## src/rtl/muldiv_acc.sv

```systemverilog
module muldiv_acc #(
  parameter int W = 32
) (
  input  logic         clk,
  input  logic         rst_n,
  input  logic         start,
  input  logic [2:0]   op,
  input  logic [W-1:0] a,
  input  logic [W-1:0] b,
  input  logic         wb,
  output logic         busy,
  output logic         done,
  output logic         dz_err,
  output logic         rd_valid,
  output logic [W-1:0] hi,
  output logic [W-1:0] lo
);
  localparam int CW = $clog2(W) + 1;

  typedef enum logic [1:0] {IDLE, SETUP, RUN} st_t;
  st_t st;

  logic [W-1:0] hi_r, lo_r, rem, quo, dvs;
  logic [CW-1:0] cnt;
  logic neg_q, neg_r, done_r, dz_r, rv_r;

  wire accept = start && (st == IDLE) && !(op[2] && op[1]);
  wire sgn    = ~op[0];

  wire [2*W-1:0] ext_a = sgn ? {{W{a[W-1]}}, a} : {{W{1'b0}}, a};
  wire [2*W-1:0] ext_b = sgn ? {{W{b[W-1]}}, b} : {{W{1'b0}}, b};
  wire [2*W-1:0] prod  = ext_a * ext_b;
  wire [2*W-1:0] acc   = op[1] ? ({hi_r, lo_r} + prod) : prod;

  wire a_neg = sgn && a[W-1];
  wire b_neg = sgn && b[W-1];
  wire [W-1:0] a_mag = a_neg ? -a : a;
  wire [W-1:0] b_mag = b_neg ? -b : b;

  wire [W:0]   shifted = {rem, quo[W-1]};
  wire [W:0]   diff    = shifted - {1'b0, dvs};
  wire         ge      = !diff[W];
  wire [W-1:0] nrem    = ge ? diff[W-1:0] : shifted[W-1:0];
  wire [W-1:0] nquo    = {quo[W-2:0], ge};
  wire [W-1:0] q_out   = neg_q ? -nquo : nquo;
  wire [W-1:0] r_out   = neg_r ? -nrem : nrem;

  always_ff @(posedge clk) begin
    if (!rst_n) begin
      st     <= IDLE;
      hi_r   <= '0;
      lo_r   <= '0;
      rem    <= '0;
      quo    <= '0;
      dvs    <= '0;
      cnt    <= '0;
      neg_q  <= 1'b0;
      neg_r  <= 1'b0;
      done_r <= 1'b0;
      dz_r   <= 1'b0;
      rv_r   <= 1'b0;
    end else begin
      done_r <= 1'b0;
      dz_r   <= 1'b0;
      rv_r   <= 1'b0;
      case (st)
        IDLE: if (accept) begin
          if (!op[2]) begin
            {hi_r, lo_r} <= acc;
            done_r       <= 1'b1;
            rv_r         <= wb;
          end else begin
            quo   <= a_mag;
            dvs   <= b_mag;
            neg_q <= a_neg ^ b_neg;
            neg_r <= a_neg;
            st    <= SETUP;
          end
        end
        SETUP: begin
          if (dvs == '0) begin
            done_r <= 1'b1;
            dz_r   <= 1'b1;
            st     <= IDLE;
          end else begin
            rem <= '0;
            cnt <= '0;
            st  <= RUN;
          end
        end
        RUN: begin
          rem <= nrem;
          quo <= nquo;
          cnt <= cnt + 1'b1;
          if (cnt == CW'(W - 1)) begin
            hi_r   <= r_out;
            lo_r   <= q_out;
            done_r <= 1'b1;
            st     <= IDLE;
          end
        end
        default: st <= IDLE;
      endcase
    end
  end

  assign busy     = (st != IDLE);
  assign done     = done_r;
  assign dz_err   = dz_r;
  assign rd_valid = rv_r;
  assign hi       = hi_r;
  assign lo       = lo_r;
endmodule

```

## config.mk

```make
export PLATFORM = sky130hd
export DESIGN_NAME = muldiv_acc
export DESIGN_NICKNAME = d
export VERILOG_FILES = /design/src/rtl/muldiv_acc.sv
export SDC_FILE = /design/constraint.sdc
export NUM_CORES = 2
export LEC_CHECK = 0
export ABC_AREA = 1
export BUFFER_PORTS_ARGS = -buffer_cell sky130_fd_sc_hd__buf_2
export CORE_UTILIZATION = 37
export CTS_BUF_LIST = sky130_fd_sc_hd__clkbuf_8
export CTS_CLUSTER_SIZE = 28
export DETAILED_ROUTE_END_ITERATION = 7
export PLACE_DENSITY = 0.51
export SLEW_MARGIN = 20
export SYNTH_ARGS = -nofsm -noshare
export SYNTH_HDL_FRONTEND = slang
export SYNTH_SLANG_ARGS = --single-unit
```

## constraint.sdc

```tcl
create_clock -name clk -period 11.77 [get_ports clk]
set_clock_uncertainty 0.05 [all_clocks]
set_input_delay 1.177 -clock clk [delete_from_list [all_inputs] [get_ports clk]]
set_output_delay 1.177 -clock clk [all_outputs]
set_load 0.03 [all_outputs]
```

; Yosys cells after proc, flatten, opt, wreduce, memory -nomap -nowiden
; Cells that the tools add are included.
[classes]
add_sub_neg = 7
n_mul = 1
eq_ne = 8
n_mux = 33
bitwise_logic = 5
reduce_logical = 19
[ops]
columns = cell, n
row1 = $mux W32, 14
row2 = $pmux W32 S2, 4
row3 = $mux W64, 3
row4 = $neg A32 Y32, 4
row5 = $add A64 B64 Y64, 1
row6 = $mul A64 B64 Y64, 1
row7 = $sub A33 B32 Y33, 1
row8 = $logic_not A32 Y1, 1
row9 = $pmux W6 S2, 1
row10 = $ne A2 B2 Y1 const B, 5
row11 = $reduce_and A3 Y1, 3
row12 = $mux W2, 4
row13 = $add A6 B1 Y6 const B, 1
row14 = $eq A6 B5 Y1 const B, 1
row15 = $mux W6, 1
row16 = $pmux W2 S3, 1
row17 = $reduce_bool A2 Y1, 3
row18 = $logic_and A1 B1 Y1, 5
row19 = $mux W1, 4
row20 = $not A1 Y1, 4
row21 = $reduce_and A2 Y1, 2
row22 = $reduce_and A4 Y1, 1
row23 = $reduce_or A4 Y1, 1
row24 = $pmux W1 S3, 1
row25 = 5 further kinds, 6
[totals]
register_bits = 173
input_bits = 71
output_inout_bits = 68
word_cells = 85

; Logic depth before layout (Yosys ltp)
[depth]
word_depth = 7
mapped_depth = 56
depth_no_buf = 55

; Worst setup path before layout
; Ideal clock, no wire load.
[synth_timing]
kind = input -> register
start = in op[0]
end = reg hi_r[31] (netlist: hi[31])
setup_ns = 0.117
arrival_ns = 10.951
required_ns = 11.603
path_slack_ns = 0.652
cell_stages = 47
n_path_buf = 3
cell_sequence = clkbuf_1 buf_1 buf_1 nor2_1 fa_1 fa_1 fa_1 inv_1 fa_1 inv_1 fa_1 inv_1 fa_1 inv_1 fa_1 inv_1 fa_1 inv_1 [... 11 more ...] nand4_1 nand2_1 ha_1 a21o_1 a31oi_1 nor2_1 a211oi_1 nand2_1 a21oi_1 nand2_1 nand2_1 nand3_1 inv_1 nand2_1 nand3_1 nand2_1 nor2_1 nor2_1
[synth_via]
elab_chain_cells = 7
elab_cells_between_ends = 8
classes_between = 1 x add/sub / 1 x mul / 6 x mux
[synth_rtl]
columns = element, line_no
row1 = from (decl), 7  ; input logic [2:0] op,
row2 = $mux W64 (on tied branches), "30, 31"
row3 = $mul A64 B64 Y64 *, 32  ; wire [2*W-1:0] prod = ext_a * ext_b;
row4 = $add A64 B64 Y64, 33  ; wire [2*W-1:0] acc = op[1] ? ({hi_r, lo_r} + prod) : prod;
row5 = $mux W64 *, 33
row6 = $mux W32 *, 68  ; if (!op[2]) begin
row7 = $mux W32 *, 67  ; IDLE: if (accept) begin
row8 = $pmux W32 S2 *, 66  ; case (st)
row9 = to (signal assigned), 96  ; hi_r <= r_out;
row10 = to (decl), 23  ; logic [W-1:0] hi_r, lo_r, rem, quo, dvs;
; Every way passes the cells marked *; elsewhere a longest branch is shown, timed or not. The select of a mux whose other input is x is not followed.
; A chain may end at the register's enable or synchronous reset.

; Final worst setup path
[layout_timing]
start = in a[30]
end = reg hi_r[27] (netlist: hi[27])
[layout_via]
elab_chain_cells = 7
[layout_rtl]
columns = element, line_no
row1 = from (decl), 8  ; input logic [W-1:0] a,
row2 = $mux W64 *, 30  ; wire [2*W-1:0] ext_a = sgn ? {{W{a[W-1]}}, a} : {{W{1'b0}}, a};
row3 = $mul A64 B64 Y64 *, 32
row4 = $add A64 B64 Y64, 33
row5 = $mux W64 *, 33
row6 = $mux W32 *, 68
row7 = $mux W32 *, 67
row8 = $pmux W32 S2 *, 66
; Marks and branches as above.

==> flow_metrics.py <==
metrics = {
    "synthesis": {
        "synth_cell_types": 57,
        "yosys.area.top_type": "fa_1",
        "yosys-top-cells-count": "inv_1 (2,641), nand2_1 (1,970), fa_1 (1,435)",
        "synth_seq_area_share": 0.05129,
        "ys_ff_latch": 173,
        "synth_area_per_cell_um2": 7.378,
        "synth_nets": 11059,
        "synth_most_common_cell": "inv_1",
        "synth-async-reset-ratio": 0,
        "yosysWarnings": 0,
        "synthCells": 9152,
        "synth_edf_count": 0,
        "netlist_area_mm2": 0.06752,
        "synth.top_cell.area_share": 0.4255,
        "synth_flop_cell": "dfxtp_1",
        "netlist_top_cells_area": "fa_1 (43%), inv_1 (15%), nand2_1 (11%), ha_1 (7.4%), dfxtp_1 (5.1%)",
    },
    "layout": {
        "drive_gt1_frac": 0.1234,
        "fin_nets": 11786,
        "area_delta_synth_final_pct": 15.86,
        "finish.instance_area_mm2": 0.07823,
    },
    "clocking": {
        "holdBufCountCts": 0,
        "clock_path_buffers": 2,
        "numClockSinks": 173,
        "cts.htree.levels": 4,
        "tritoncts": "built",
        "clock_latency_ns": 0.63,
        "numCtsBuffers": 17,
        "root_buffer": "clkbuf_8",
        "clkTransAtPathRegs_ns": 0.12,
    },
    "worst_setup_path": {
        "path_max_fanout": 18,
        "cp_common_cell": "fa_1",
        "cpPeakStageDelay_ns": 0.55,
        "endpoint_kind": "register",
        "critPathKind": "in -> reg",
        "r2r_setup_slack_ns": 6.13,
        "cp_slowest_cell": "fa_1",
        "required_ns": 12.26,
        "start_kind": "input pin",
        "crit_arrival_ns": 11.99,
    },
    "die": {
        "dieHeight_um": 429.2,
        "io_pins": 139,
        "core_mm2": 0.1809,
        "dieArea_mm2": 0.1842,
        "rows": 156,
        "initial_core_util": 0.3732,
        "dieWidth_um": 429.2,
    },
    "sta": {
        "finalCritPeriodShare": 0.9773,
        "drv_slew": 0,
        "tightest_slew_ns": 1.025,
        "final.min_clock_period_ns": 11.50,
        "fmax_mhz": 86.93,
        "hold_viol": 0,
        "fin_ws_ns": 0.2667,
        "finalSetupViolCount": 0,
        "max_slew_margin": 0.3111,
    },
    "routing": {
        "route.detailed.drc": 0,
        "wl_um": 271000,
        "drt_iter0_markers": 3977,
        "viasPerCell": 4.909,
        "first_pass_iters": 6,
        "postRouteAntennaNets": 0,
        "wl_per_cell_um": 22.09,
        "vias": 60229,
    },
    "global_route": {
        "grt_overflow_total": 0,
        "grt_max_degree": 77,
        "grt_pass1_vias": 64121,
        "grt_use_met2": 0.5107,
        "grt_pass1_wl_um": 409800,
        "antenna_found_initial": 18,
        "use_met1": 0.3886,
        "grt_usage": 0.2993,
        "grt_busiest_layer": "met2",
        "grt_use_met3": 0.02444,
    },
    "status": {
        "status": "finished, final reports clean",
    },
    "place": {
        "gp_congestion": 1.006,
        "dp_slack_ns": -0.6077,
        "portBuffers": 138,
        "place.detailed.hpwl_um": 240600,
        "detailed_place.area_mm2": 0.07769,
    },
    "min_path": {
        "hold_path_class": "reg -> reg",
    },
    "job": {
        "maxCapViolCount": 0,
    },
}
-- through the flow --
stage / TNS (ns) / std cells / util / hold WS [ns]
6_report: 0 / 12269 / 0.4324 / 0.4496
5_1_grt: -0.003580 / 12268 / 0.4323 / 0.4584
4_1_cts: 0 / 12262 / 0.4314 / 0.4476
3_5_place_dp: -6.786 / 12230 / 0.4293 / 0.4307
3_3_place_gp: -6.102 / 12230 / 0.4293 / 0.4173
2_1_floorplan: 0 / 9152 / - / 0.4036
-- registers in the layout, indices dropped and copies added (netlist names) --
signal and cells:
dvs 32, hi 32, lo 32, quo 32, rem 32, cnt 6, st 2, done 1
dz_err 1, neg_q 1, neg_r 1, rd_valid 1
-- cells by family (layout without fill, tap and decap cells) --
group                      Yosys count  in the layout  share of synthesized area
DFF                                173            173                    0.05129
AOI/OAI and AO/OA                  925            925                    0.07779
adders and majority gates         1836           1836                     0.4998
and+or+nand+nor                   3039           3039                     0.1829
other                                0              7                          0
xor gates and xnor gates           149            149                    0.01933
buffers and inverters             3030           3770                     0.1689
-- repair_timing --
| item | in CTS | in global routing |
|---|---|---|
| setup endpoints to repair | 0 | 21 |
| gates resized for setup | 0 | 41 |
| buffers inserted | 0 | 0 |
-- layout make-up --
type,count,area (um^2)
inverter,2661,9996
sequential,173,3463
multi-input combinational,5949,52800
tap,2370,2965
antenna,7,17.52
clock inverter,15,137.6
fill,18774,102700
timing repair buffer,1077,8613
clock buffer,17,234.0
-- path summary, 6_finish.rpt --
path	end	depth (start not counted)	start
worst max register to register	lo[30]$_SDFFE_PN0P_	28	quo[31]$_SDFFE_PN0P_
worst min register to register	rem[30]$_SDFFE_PN0P_	2	rem[30]$_SDFFE_PN0P_
worst min-delay path	rem[30]$_SDFFE_PN0P_	2	rem[30]$_SDFFE_PN0P_
worst max-delay path	hi[27]$_SDFFE_PN0P_	47	a[30]
-- layout by cell type (no fill, tap or decap), types with 28 or more instances in the layout --
cell type	synthesis	final
inv_1	2641	2639
nand2_1	1970	1968
fa_1	1435	1434
buf_4	1	870
nor2_1	572	562
ha_1	401	401
a21oi_1	359	357
o21ai_0	300	298
nand3_1	262	261
dfxtp_1	173	173
buf_2	2	132
xor2_1	86	83
nor3_1	75	70
buf_12	0	68
xnor2_1	63	63
a31oi_1	55	54
nand4_1	51	51
o211ai_1	49	49
o21bai_1	30	29
a21o_1	28	28
-- critical path: cells and delay by family --
| kind | cells | cell delay (ns) |
|---|---|---|
| compound gates | 5 | 0.99 |
| buf+inv | 13 | 1.84 |
| fa+ha+maj | 12 | 5.73 |
| simple gates | 17 | 2.21 |
-- per-layer routing --
layer	share of wire	wire (um)
met1	0.43	116300
met5	0.000055	15
met3	0.042	11330
met4	0.049	13340
met2	0.48	130000
Power is left out: the tool's default activity adds up to more than one toggle a clock period on the data nets, which glitch-free logic cannot reach.
